--- src/rtl/uart_rxs_pkg.sv ---
package uart_rxs_pkg;

  localparam int CHAR_W = 9;
  localparam int STAT_W = 8;

  // status word bit positions (software decodes these)
  localparam int ST_RXC  = 7;
  localparam int ST_TXC  = 6;
  localparam int ST_DRE  = 5;
  localparam int ST_FERR = 4;
  localparam int ST_OVR  = 3;
  localparam int ST_PERR = 2;
  localparam int ST_RSVD = 1;
  localparam int ST_BIT8 = 0;

  typedef struct packed {
    logic [CHAR_W-1:0] data;
    logic              ferr;
    logic              pbad;
  } rx_entry_t;

endpackage

--- src/rtl/rxs_char_queue.sv ---
module rxs_char_queue
  import uart_rxs_pkg::*;
#(
  parameter int DEPTH = 2
) (
  input  logic      clk,
  input  logic      rst_n,
  input  logic      push_i,
  input  rx_entry_t push_ent_i,
  input  logic      start_i,
  input  logic      pop_req_i,
  output rx_entry_t head_o,
  output logic      head_valid_o,
  output logic      ovr_o
);

  localparam int CW = $clog2(DEPTH + 1);
  localparam logic [CW-1:0] FULL = CW'(DEPTH);

  rx_entry_t       q_r   [DEPTH];
  rx_entry_t       q_n   [DEPTH];
  logic [CW-1:0]   cnt_r, cnt_n;
  rx_entry_t       wait_r, wait_n;
  logic            wait_v_r, wait_v_n;
  logic            ovr_r, ovr_n;
  logic            pop;
  logic            lose;
  logic            adv_en;

  assign adv_en = push_i | start_i | pop_req_i;

  always_comb begin
    for (int i = 0; i < DEPTH; i++) q_n[i] = q_r[i];
    cnt_n    = cnt_r;
    wait_n   = wait_r;
    wait_v_n = wait_v_r;
    ovr_n    = ovr_r;
    lose     = 1'b0;
    pop      = pop_req_i && (cnt_r != '0);

    // 1: remove the head, shift the rest forward
    if (pop) begin
      for (int i = 0; i < DEPTH - 1; i++) q_n[i] = q_r[i + 1];
      cnt_n = cnt_r - 1'b1;
    end

    // 2: the waiting character enters the freed slot on the same edge
    if (wait_v_n && (cnt_n < FULL)) begin
      for (int i = 0; i < DEPTH; i++)
        if (CW'(i) == cnt_n) q_n[i] = wait_r;
      cnt_n    = cnt_n + 1'b1;
      wait_v_n = 1'b0;
    end

    // 3: a start bit while a character still waits destroys it
    if (start_i && wait_v_n) begin
      wait_v_n = 1'b0;
      lose     = 1'b1;
    end

    // 4: a newly completed character goes to the queue or waits
    if (push_i) begin
      if (cnt_n < FULL) begin
        for (int i = 0; i < DEPTH; i++)
          if (CW'(i) == cnt_n) q_n[i] = push_ent_i;
        cnt_n = cnt_n + 1'b1;
      end else begin
        if (wait_v_n) lose = 1'b1;
        wait_n   = push_ent_i;
        wait_v_n = 1'b1;
      end
    end

    if (lose)     ovr_n = 1'b1;
    else if (pop) ovr_n = 1'b0;
  end

  always_ff @(posedge clk or negedge rst_n) begin
    if (!rst_n) begin
      for (int i = 0; i < DEPTH; i++) q_r[i] <= '0;
      cnt_r    <= '0;
      wait_r   <= '0;
      wait_v_r <= 1'b0;
      ovr_r    <= 1'b0;
    end else if (adv_en) begin
      for (int i = 0; i < DEPTH; i++) q_r[i] <= q_n[i];
      cnt_r    <= cnt_n;
      wait_r   <= wait_n;
      wait_v_r <= wait_v_n;
      ovr_r    <= ovr_n;
    end
  end

  assign head_valid_o = (cnt_r != '0);
  assign head_o       = head_valid_o ? q_r[0] : '0;
  assign ovr_o        = ovr_r;

endmodule

--- src/rtl/rxs_tx_hold.sv ---
module rxs_tx_hold
  import uart_rxs_pkg::*;
(
  input  logic              clk,
  input  logic              rst_n,
  input  logic              wr_i,
  input  logic [CHAR_W-1:0] wdata_i,
  input  logic              take_i,
  input  logic              frame_done_i,
  input  logic              stat_wr_i,
  input  logic [STAT_W-1:0] stat_wdata_i,
  output logic [CHAR_W-1:0] hold_o,
  output logic              hold_valid_o,
  output logic              txc_o
);

  localparam logic [STAT_W-1:0] TXC_MASK = STAT_W'(1) << ST_TXC;

  logic [CHAR_W-1:0] hold_r;
  logic              valid_r, valid_n;
  logic              txc_r, txc_n;
  logic              txc_clr;
  logic              valid_en, txc_en;

  assign txc_clr = stat_wr_i && ((stat_wdata_i & TXC_MASK) != '0);

  always_comb begin
    valid_n = valid_r;
    if (wr_i)        valid_n = 1'b1;
    else if (take_i) valid_n = 1'b0;
    txc_n = txc_r;
    if (frame_done_i) txc_n = 1'b1;
    else if (txc_clr) txc_n = 1'b0;
  end

  assign valid_en = wr_i | take_i;
  assign txc_en   = frame_done_i | txc_clr;

  always_ff @(posedge clk or negedge rst_n) begin
    if (!rst_n) begin
      hold_r  <= '0;
      valid_r <= 1'b0;
      txc_r   <= 1'b0;
    end else begin
      if (wr_i)     hold_r  <= wdata_i;
      if (valid_en) valid_r <= valid_n;
      if (txc_en)   txc_r   <= txc_n;
    end
  end

  assign hold_o       = hold_r;
  assign hold_valid_o = valid_r;
  assign txc_o        = txc_r;

endmodule

--- src/rtl/rxs_status_pack.sv ---
module rxs_status_pack
  import uart_rxs_pkg::*;
(
  input  rx_entry_t         head_i,
  input  logic              head_valid_i,
  input  logic              ovr_i,
  input  logic              par_en_i,
  input  logic              hold_valid_i,
  input  logic              txc_i,
  input  logic              rxc_ie_i,
  input  logic              dre_ie_i,
  input  logic              txc_ie_i,
  output logic [STAT_W-1:0] status_o,
  output logic [7:0]        rx_data_o,
  output logic              irq_rxc_o,
  output logic              irq_dre_o,
  output logic              irq_txc_o
);

  logic dre;

  assign dre = ~hold_valid_i;

  always_comb begin
    status_o          = '0;
    status_o[ST_RXC]  = head_valid_i;
    status_o[ST_TXC]  = txc_i;
    status_o[ST_DRE]  = dre;
    status_o[ST_FERR] = head_valid_i & head_i.ferr;
    status_o[ST_OVR]  = ovr_i;
    status_o[ST_PERR] = head_valid_i & head_i.pbad & par_en_i;
    status_o[ST_RSVD] = 1'b0;
    status_o[ST_BIT8] = head_valid_i & head_i.data[CHAR_W-1];
  end

  assign rx_data_o = head_i.data[7:0];
  assign irq_rxc_o = head_valid_i & rxc_ie_i;
  assign irq_dre_o = dre & dre_ie_i;
  assign irq_txc_o = txc_i & txc_ie_i;

endmodule

--- src/rtl/uart_rx_status_regs.sv ---
module uart_rx_status_regs
  import uart_rxs_pkg::*;
#(
  parameter int RX_DEPTH = 2
) (
  input  logic        clk,
  input  logic        rst_n,
  input  logic        rx_done_i,
  input  logic [8:0]  rx_bits_i,
  input  logic        rx_stop1_i,
  input  logic        rx_par_bad_i,
  input  logic        rx_start_i,
  input  logic        par_en_i,
  input  logic        rxc_ie_i,
  input  logic        dre_ie_i,
  input  logic        txc_ie_i,
  input  logic        data_rd_i,
  input  logic        data_wr_i,
  input  logic [8:0]  data_wdata_i,
  input  logic        stat_wr_i,
  input  logic [7:0]  stat_wdata_i,
  input  logic        tx_take_i,
  input  logic        tx_frame_done_i,
  output logic [7:0]  status_o,
  output logic [7:0]  rx_data_o,
  output logic [8:0]  tx_hold_o,
  output logic        tx_hold_valid_o,
  output logic        irq_rxc_o,
  output logic        irq_dre_o,
  output logic        irq_txc_o
);

  logic [1:0] rst_sync_r;
  logic       rst_int_n;
  rx_entry_t  new_ent;
  rx_entry_t  head;
  logic       head_valid;
  logic       ovr;
  logic       txc;

  // asynchronous assert, synchronous release
  always_ff @(posedge clk or negedge rst_n) begin
    if (!rst_n) rst_sync_r <= 2'b00;
    else        rst_sync_r <= {rst_sync_r[0], 1'b1};
  end
  assign rst_int_n = rst_sync_r[1];

  assign new_ent.data = rx_bits_i;
  assign new_ent.ferr = ~rx_stop1_i;
  assign new_ent.pbad = rx_par_bad_i;

  rxs_char_queue #(.DEPTH(RX_DEPTH)) u_queue (
    .clk          (clk),
    .rst_n        (rst_int_n),
    .push_i       (rx_done_i),
    .push_ent_i   (new_ent),
    .start_i      (rx_start_i),
    .pop_req_i    (data_rd_i),
    .head_o       (head),
    .head_valid_o (head_valid),
    .ovr_o        (ovr)
  );

  rxs_tx_hold u_txhold (
    .clk          (clk),
    .rst_n        (rst_int_n),
    .wr_i         (data_wr_i),
    .wdata_i      (data_wdata_i),
    .take_i       (tx_take_i),
    .frame_done_i (tx_frame_done_i),
    .stat_wr_i    (stat_wr_i),
    .stat_wdata_i (stat_wdata_i),
    .hold_o       (tx_hold_o),
    .hold_valid_o (tx_hold_valid_o),
    .txc_o        (txc)
  );

  rxs_status_pack u_pack (
    .head_i       (head),
    .head_valid_i (head_valid),
    .ovr_i        (ovr),
    .par_en_i     (par_en_i),
    .hold_valid_i (tx_hold_valid_o),
    .txc_i        (txc),
    .rxc_ie_i     (rxc_ie_i),
    .dre_ie_i     (dre_ie_i),
    .txc_ie_i     (txc_ie_i),
    .status_o     (status_o),
    .rx_data_o    (rx_data_o),
    .irq_rxc_o    (irq_rxc_o),
    .irq_dre_o    (irq_dre_o),
    .irq_txc_o    (irq_txc_o)
  );

endmodule

--- config.mk ---
export PLATFORM = sky130hd
export DESIGN_NAME = uart_rx_status_regs
export DESIGN_NICKNAME = d
export VERILOG_FILES = /design/src/rtl/uart_rxs_pkg.sv /design/src/rtl/rxs_char_queue.sv /design/src/rtl/rxs_tx_hold.sv /design/src/rtl/rxs_status_pack.sv /design/src/rtl/uart_rx_status_regs.sv
export SDC_FILE = /design/constraint.sdc
export NUM_CORES = 1
export LEC_CHECK = 0
export BUFFER_PORTS_ARGS = -buffer_cell sky130_fd_sc_hd__buf_4
export CORE_UTILIZATION = 50
export CTS_BUF_LIST = sky130_fd_sc_hd__clkbuf_16
export CTS_CLUSTER_SIZE = 24
export DETAILED_ROUTE_END_ITERATION = 10
export GPL_ROUTABILITY_DRIVEN = 0
export PLACE_DENSITY = 0.75
export SLEW_MARGIN = 20
export SYNTH_ARGS = -nofsm -noshare
export SYNTH_HDL_FRONTEND = slang
export SYNTH_HIERARCHICAL = 1
export SYNTH_SLANG_ARGS = --single-unit
--- constraint.sdc ---
create_clock -name clk -period 1.75 [get_ports clk]
set_input_delay 0.175 -clock clk [delete_from_list [all_inputs] [get_ports clk]]
set_output_delay 0.175 -clock clk [all_outputs]
set_load 0.01 [all_outputs]
# ---- Yosys cells after proc, flatten, opt, wreduce, memory -nomap -nowiden
# Cells that the tools add are included.
dict set report op_classes {
  addsub 3
  mul 0
  div_mod_pow 0
  order_cmp 2
  eq_ne 2
  shift 0
  muxes 27
  bitwise 14
  reduce_logical 14
}
# cell n
set op_table {}
lappend op_table {{$mux 11} 6}
lappend op_table {{$mux 22} 3}
lappend op_table {{$mux 1} 14}
lappend op_table {{$mux 2} 4}
lappend op_table {{$reduce_bool 2->1} 4}
lappend op_table {{$and 1x1->1} 7}
lappend op_table {{$reduce_and 2->1} 3}
lappend op_table {{$add 2x1->2 const B} 2}
lappend op_table {{$eq 1x2->1 const A} 2}
lappend op_table {{$logic_and 1x1->1} 4}
lappend op_table {{$logic_not 2->1} 2}
lappend op_table {{$lt 2x2->1 const B} 2}
lappend op_table {{$or 1x1->1} 4}
lappend op_table {{$not 1->1} 3}
lappend op_table {{$reduce_and 3->1} 1}
lappend op_table {{$sub 2x1->2 const B} 1}
dict set report word_totals {
  regBits 50
  latch_bits 0
  ramBits 0
  rom_bits 0
  inputBits 41
  output_inout_bits 29
  word_cells 78
  memories 0
}

# ---- Depth between registers and ports, before layout
dict set report depth {
  depth_word 13
  depth_mapped 13
  depth_no_buf 11
}

# ---- Cells and area by module
# Netlist, hierarchy kept.
# mod instances cells_each area_each_um2 seq_area_each_um2
set modules_own_cells {}
lappend modules_own_cells {rxs_char_queue 1 224 2144.6 925.9}
lappend modules_own_cells {rxs_tx_hold 1 25 445.4 275.3}
lappend modules_own_cells {rxs_status_pack 1 21 146.4 0.0}
lappend modules_own_cells {uart_rx_status_regs 1 4 57.6 50.0}

# ---- Worst setup path after synthesis
# No wires, ideal clock.
dict set report synth_timing {
  kind {reg2reg}
  startpoint {register u_queue.cnt_r[1]}
  endpoint {register u_queue/wait_r[0] in the netlist's numbering}
  setup_ns 0.128
  t_arrival_ns 2.771
  t_required_ns 1.622
  slack_ns -1.148
  stages_incl_launch_ff 12
  path_buffers 2
  synth_period_minus_slack_ns 2.898
  cell_sequence {dfrtp_1 inv_1 ha_1 and2b_1 clkbuf_1 xnor2_1 ha_1 inv_1 a221oi_4 nand2b_4 buf_4 mux2_1}
}
dict set report synth_between {
  elab_chain_cells 9
  word_cells_on_any_way 11
  classes_between {add/sub: 2; order compare: 2; mux: 2; bitwise: 1; reduce/logical: 4}
}
# element line_no
set synth_lines {}
lappend synth_lines {{start: declaration} rxs_char_queue.sv:22} ;# logic [CW-1:0] cnt_r, cnt_n;
lappend synth_lines {{start signal: assignment} rxs_char_queue.sv:87} ;# cnt_r <= cnt_n;
lappend synth_lines {{branches (longest 2 deep; another with $sub 2x1->2)} -}
lappend synth_lines {{$mux 2 *} rxs_char_queue.sv:42} ;# if (pop) begin
lappend synth_lines {{$lt 2x2->1} rxs_char_queue.sv:48} ;# if (wait_v_n && (cnt_n < FULL)) begin
lappend synth_lines {{$logic_and 1x1->1} rxs_char_queue.sv:48}
lappend synth_lines {{$mux 2 *} rxs_char_queue.sv:48}
lappend synth_lines {{$lt 2x2->1 *} rxs_char_queue.sv:63} ;# if (cnt_n < FULL) begin
lappend synth_lines {{$not 1->1 (no source line) *} -}
lappend synth_lines {{$reduce_and 3->1 (no source line) *} -}
lappend synth_lines {{end signal: assignment} rxs_char_queue.sv:88} ;# wait_r <= wait_n;
lappend synth_lines {{end: declaration} rxs_char_queue.sv:23} ;# rx_entry_t wait_r, wait_n;
# Mark *: on every way between the ends.
# A chain may end at the register's enable or synchronous reset.

# ---- Worst setup path after layout
dict set report layout_timing {
  startpoint {register u_queue.cnt_r[1]}
  endpoint {register u_queue/wait_r[7] in the netlist's numbering}
}
# Same word-level chain as after synthesis.

==> flow_metrics.env <==
export IMPL_wl_um=6409
export IMPL_area_growth_pct=30.41
export IMPL_maxSlewHeadroom=0.6031
export IMPL_dp_hpwl_um=4475
export IMPL_ant_nets=0
export IMPL_syn_avg_cell_area_um2=10.20
export IMPL_drtIter0Drc=133
export IMPL_synth_fp_nets=319
export IMPL_ys_seq_area_frac=0.4478
export IMPL_max_cap_viol_count=0
export IMPL_synthArstFlopShare=1.000
export IMPL_rr_startpoint="u_queue/cnt_r[1]$_DFFE_PN0P_"
export IMPL_dr_pass1_iters=4
export IMPL_fill_cells=401
export IMPL_cts_max_level=2
export IMPL_critical_path_class="register to register"
export IMPL_vias_per_cell=5.385
export IMPL_insertion_delay_ns=0.28
export IMPL_critPathMaxFanout=7
export IMPL_tightest_slew_ns=0.5954
export IMPL_reg2reg_slack_ns=-0.73
export IMPL_grt_antenna_before_repair=0
export IMPL_p_leak_nw=1.709
export IMPL_rows=26
export IMPL_period_needed_ns=2.478
export IMPL_rr_worst_depth=10
export IMPL_critPathCaptureType="register"
export IMPL_regArea_um2=1254
export IMPL_yosys_warnings=6
export IMPL_nets=392
export IMPL_fmax_ghz=0.4036
export IMPL_multi_input_area_um2=1401
export IMPL_cts_buffers=5
export IMPL_drc=0
export IMPL_fp_coreArea_um2=5238
export IMPL_numPortBuffers=61
export IMPL_power_frac_seq=0.315
export IMPL_period_share=1.416
export IMPL_dp_cells=403
export IMPL_die_h_um=76.75
export IMPL_cp_required_ns=1.91
export IMPL_path_clk_slew_ns=0.07
export IMPL_wl_per_cell_um=15.33
export IMPL_cts_tree="done"
export IMPL_pwr_density_cell_nw_per_um2=1723
export IMPL_grt_overflow=0
export IMPL_synth_edf_count=0
export IMPL_grt_setup_unrepaired="true"
export IMPL_power_total_mw=6.277
export IMPL_cts_buffer_depth=2
export IMPL_grt_pass1_vias=2269
export IMPL_ys_types=43
export IMPL_hold_path_endpoint="u_txhold/txc_o$_DFFE_PN0P_"
export IMPL_start_kind="register"
export IMPL_finalNonFillerCells=418
export IMPL_drive_gt1_frac=0.4080
export IMPL_setup_tns_ns=-23.51
export IMPL_place_area_um2=3393
export IMPL_ios=70
export IMPL_dieArea_um2=5891
export IMPL_rr_endpoint="u_queue/wait_r[7]$_DFFE_PN0P_"
export IMPL_die_w_um=76.75
export IMPL_syn_inst=274
export IMPL_swShare=0.3652
export IMPL_switchingPower_mw=2.292
export IMPL_hp_class="primary input to register"
export IMPL_clock_sinks=50
export IMPL_synth_seq_cells=50
export IMPL_fin_hold_ws_ns=0.06872
export IMPL_setup_slack_ns=-0.7277
export IMPL_hold_start="tx_frame_done_i"
export IMPL_p_int_mw=3.984
export IMPL_violations="negative setup slack"
export IMPL_synthFlopType="dfrtp_1"
export IMPL_clock_root_buffer="clkbuf_16"
export IMPL_synth_cell_area_um2=2794
export IMPL_diodes=0
export IMPL_arrival_ns=2.64
export IMPL_maxSlewViolCount=0
export IMPL_power_frac_comb=0.538
export IMPL_vdd_drop_max_mv=0.7261
export IMPL_pwr_share_clk=0.148
export IMPL_grt_pass1_wl_um=10850
export IMPL_post_route_util=0.6957
export IMPL_grt_total_usage=0.2353
export IMPL_fin_area_um2=3643
export IMPL_hold_depth=2
export IMPL_start_util=0.5334
export IMPL_preCtsSetupSlack_ns=-0.8782
export IMPL_status="complete, but fails checks"
export IMPL_vias=2251
export IMPL_hold_viol_final=0
export IMPL_grt_start_max_net_pins=49
export IMPL_setup_viol=38
export IMPL_fin_skew_ns=0.006188
==> cell type report <==
type	instances	share of cell area
sequential	50	0.3441
multi-input combinational	187	0.3846
timing repair buffer	94	0.1995
tap	70	0.02404
inverter	9	0.009272
clock inverter	3	0.004121
clock buffer	5	0.03434
==> power by group through the flow <==
stage                     clock, mW  sequential, mW  combinational [mW]
after floorplan                   0            1.93                2.26
after global placement            0            1.95                3.04
after detailed placement          0            1.98                3.13
after CTS                     0.946            1.96                3.31
after global routing           1.01            2.04                3.68
final                         0.926            1.97                3.38
==> registers in the layout, indices dropped and copies added (netlist names) <==
| signal | count |
|---|---|
| u_queue/ovr_o | 1 |
| u_queue/cnt_r | 2 |
| u_queue/q_r | 22 |
| u_txhold/txc_o | 1 |
| u_txhold/hold_valid_o | 1 |
| u_queue/wait_v_r | 1 |
| u_txhold/hold_o | 9 |
| rst_sync_r | 2 |
| u_queue/wait_r | 11 |
==> logic make-up (layout without fill, tap and decap cells) <==
| kind of cell | after synthesis | in the layout | share of synthesized area |
|---|---|---|---|
| muxes | 26 | 26 | 0.1155 |
| and+or+nand+nor | 106 | 107 | 0.1957 |
| buffers and inverters | 38 | 111 | 0.08150 |
| other | 2 | 2 | 0.002688 |
| DFF | 50 | 50 | 0.4478 |
| xor gates and xnor gates | 2 | 2 | 0.008959 |
| AOI/OAI and AO/OA | 46 | 46 | 0.1299 |
| adders and majority gates | 4 | 4 | 0.01791 |
==> how the worst max path moves through the flow <==
stage / start / endpoint / slack [ns] / cells past startpoint
final: u_queue/cnt_r[1]$_DFFE_PN0P_ / u_queue/wait_r[7]$_DFFE_PN0P_ / -0.73 / 10
after global routing: u_queue/cnt_r[1]$_DFFE_PN0P_ / u_queue/q_r[20]$_DFFE_PN0P_ / -0.83 / 11
after CTS: u_queue/cnt_r[1]$_DFFE_PN0P_ / u_queue/q_r[20]$_DFFE_PN0P_ / -0.70 / 12
after detailed placement: u_queue/cnt_r[1]$_DFFE_PN0P_ / u_queue/q_r[20]$_DFFE_PN0P_ / -0.88 / 11
after global placement: u_queue/cnt_r[1]$_DFFE_PN0P_ / u_queue/q_r[19]$_DFFE_PN0P_ / -0.77 / 11
after floorplan: u_queue/cnt_r[0]$_DFFE_PN0P_ / u_queue/q_r[11]$_DFFE_PN0P_ / -0.88 / 13
==> cells in the final DEF, fill, tap and decap left out, types with 2 or more instances in the layout <==
cell       Yosys  final
nand2_1       42     42
inv_1          8      6
o211ai_1      12     12
inv_2          1      5
buf_4         15     89
dfrtp_2        0      2
buf_6          3      3
ha_1           4      2
nand2b_4       2      3
nor2b_1       11     10
o21ai_0        4      3
a21oi_1        5      5
nor3_1         5      5
a31oi_1       13     13
and2_2         3      3
nand3_1       12     11
mux2_4         9     15
o221a_1        6      6
and2b_1        3      3
mux2i_1        5      5
nor2_1        13     13
nand2b_1       6      6
clkbuf_16      0      5
conb_1         2      2
xnor2_2        1      2
nand3_2        1      2
dfrtp_1       50     48
mux2_1        11      5
==> synth_stat cells, drive strengths merged, types with 2 or more instances <==
library cell / count / area (um2)
inv: 9 / 33.78
nand2: 42 / 157.7
nor2b: 11 / 68.82
o211ai: 12 / 90.09
and2: 4 / 28.78
nor3: 5 / 25.02
nor2: 13 / 48.80
mux2: 20 / 259.0
mux2i: 6 / 63.81
xnor2: 2 / 25.03
and3: 2 / 12.51
ha: 4 / 50.05
and2b: 3 / 22.52
a31oi: 13 / 81.33
nand2b: 8 / 65.07
nand3: 13 / 70.07
clkbuf: 6 / 22.52
dfrtp: 50 / 1251
o21ai: 4 / 20.02
a21oi: 6 / 33.78
o221a: 6 / 67.56
buf: 23 / 171.4
a21o: 2 / 16.27
conb: 2 / 7.510
==> routing by layer <==
layer  part of all wire  vias to the layer above  GRT usage
met4             0.0066                        0    0.09423
met5                  0                        -          0
met2               0.49                       99     0.3920
li1                   -                     1080          -
met1               0.43                     1068     0.2969
met3              0.076                        4    0.05000
==> critical path, stage by stage, from the launching register on <==
cell and delay (ns):
dfrtp_2 0.40, inv_2 0.08, ha_4 0.16, and2b_1 0.21, xnor2_2 0.14, ha_1 0.29, inv_2 0.04, a221oi_4 0.26
buf_4 0.20, nand2b_4 0.22, mux2_1 0.35
==> repair_timing <==
item                                   in CTS  in global routing
pin swaps                                   0                  2
buffers inserted                            4                  1
gates resized for setup                     8                  7
hold buffers                                1                  0
gates cloned                                1                  0
setup endpoints to repair                  40                 43
endpoints found under the hold margin       2                  0
(Power assumes the default switching activity.)
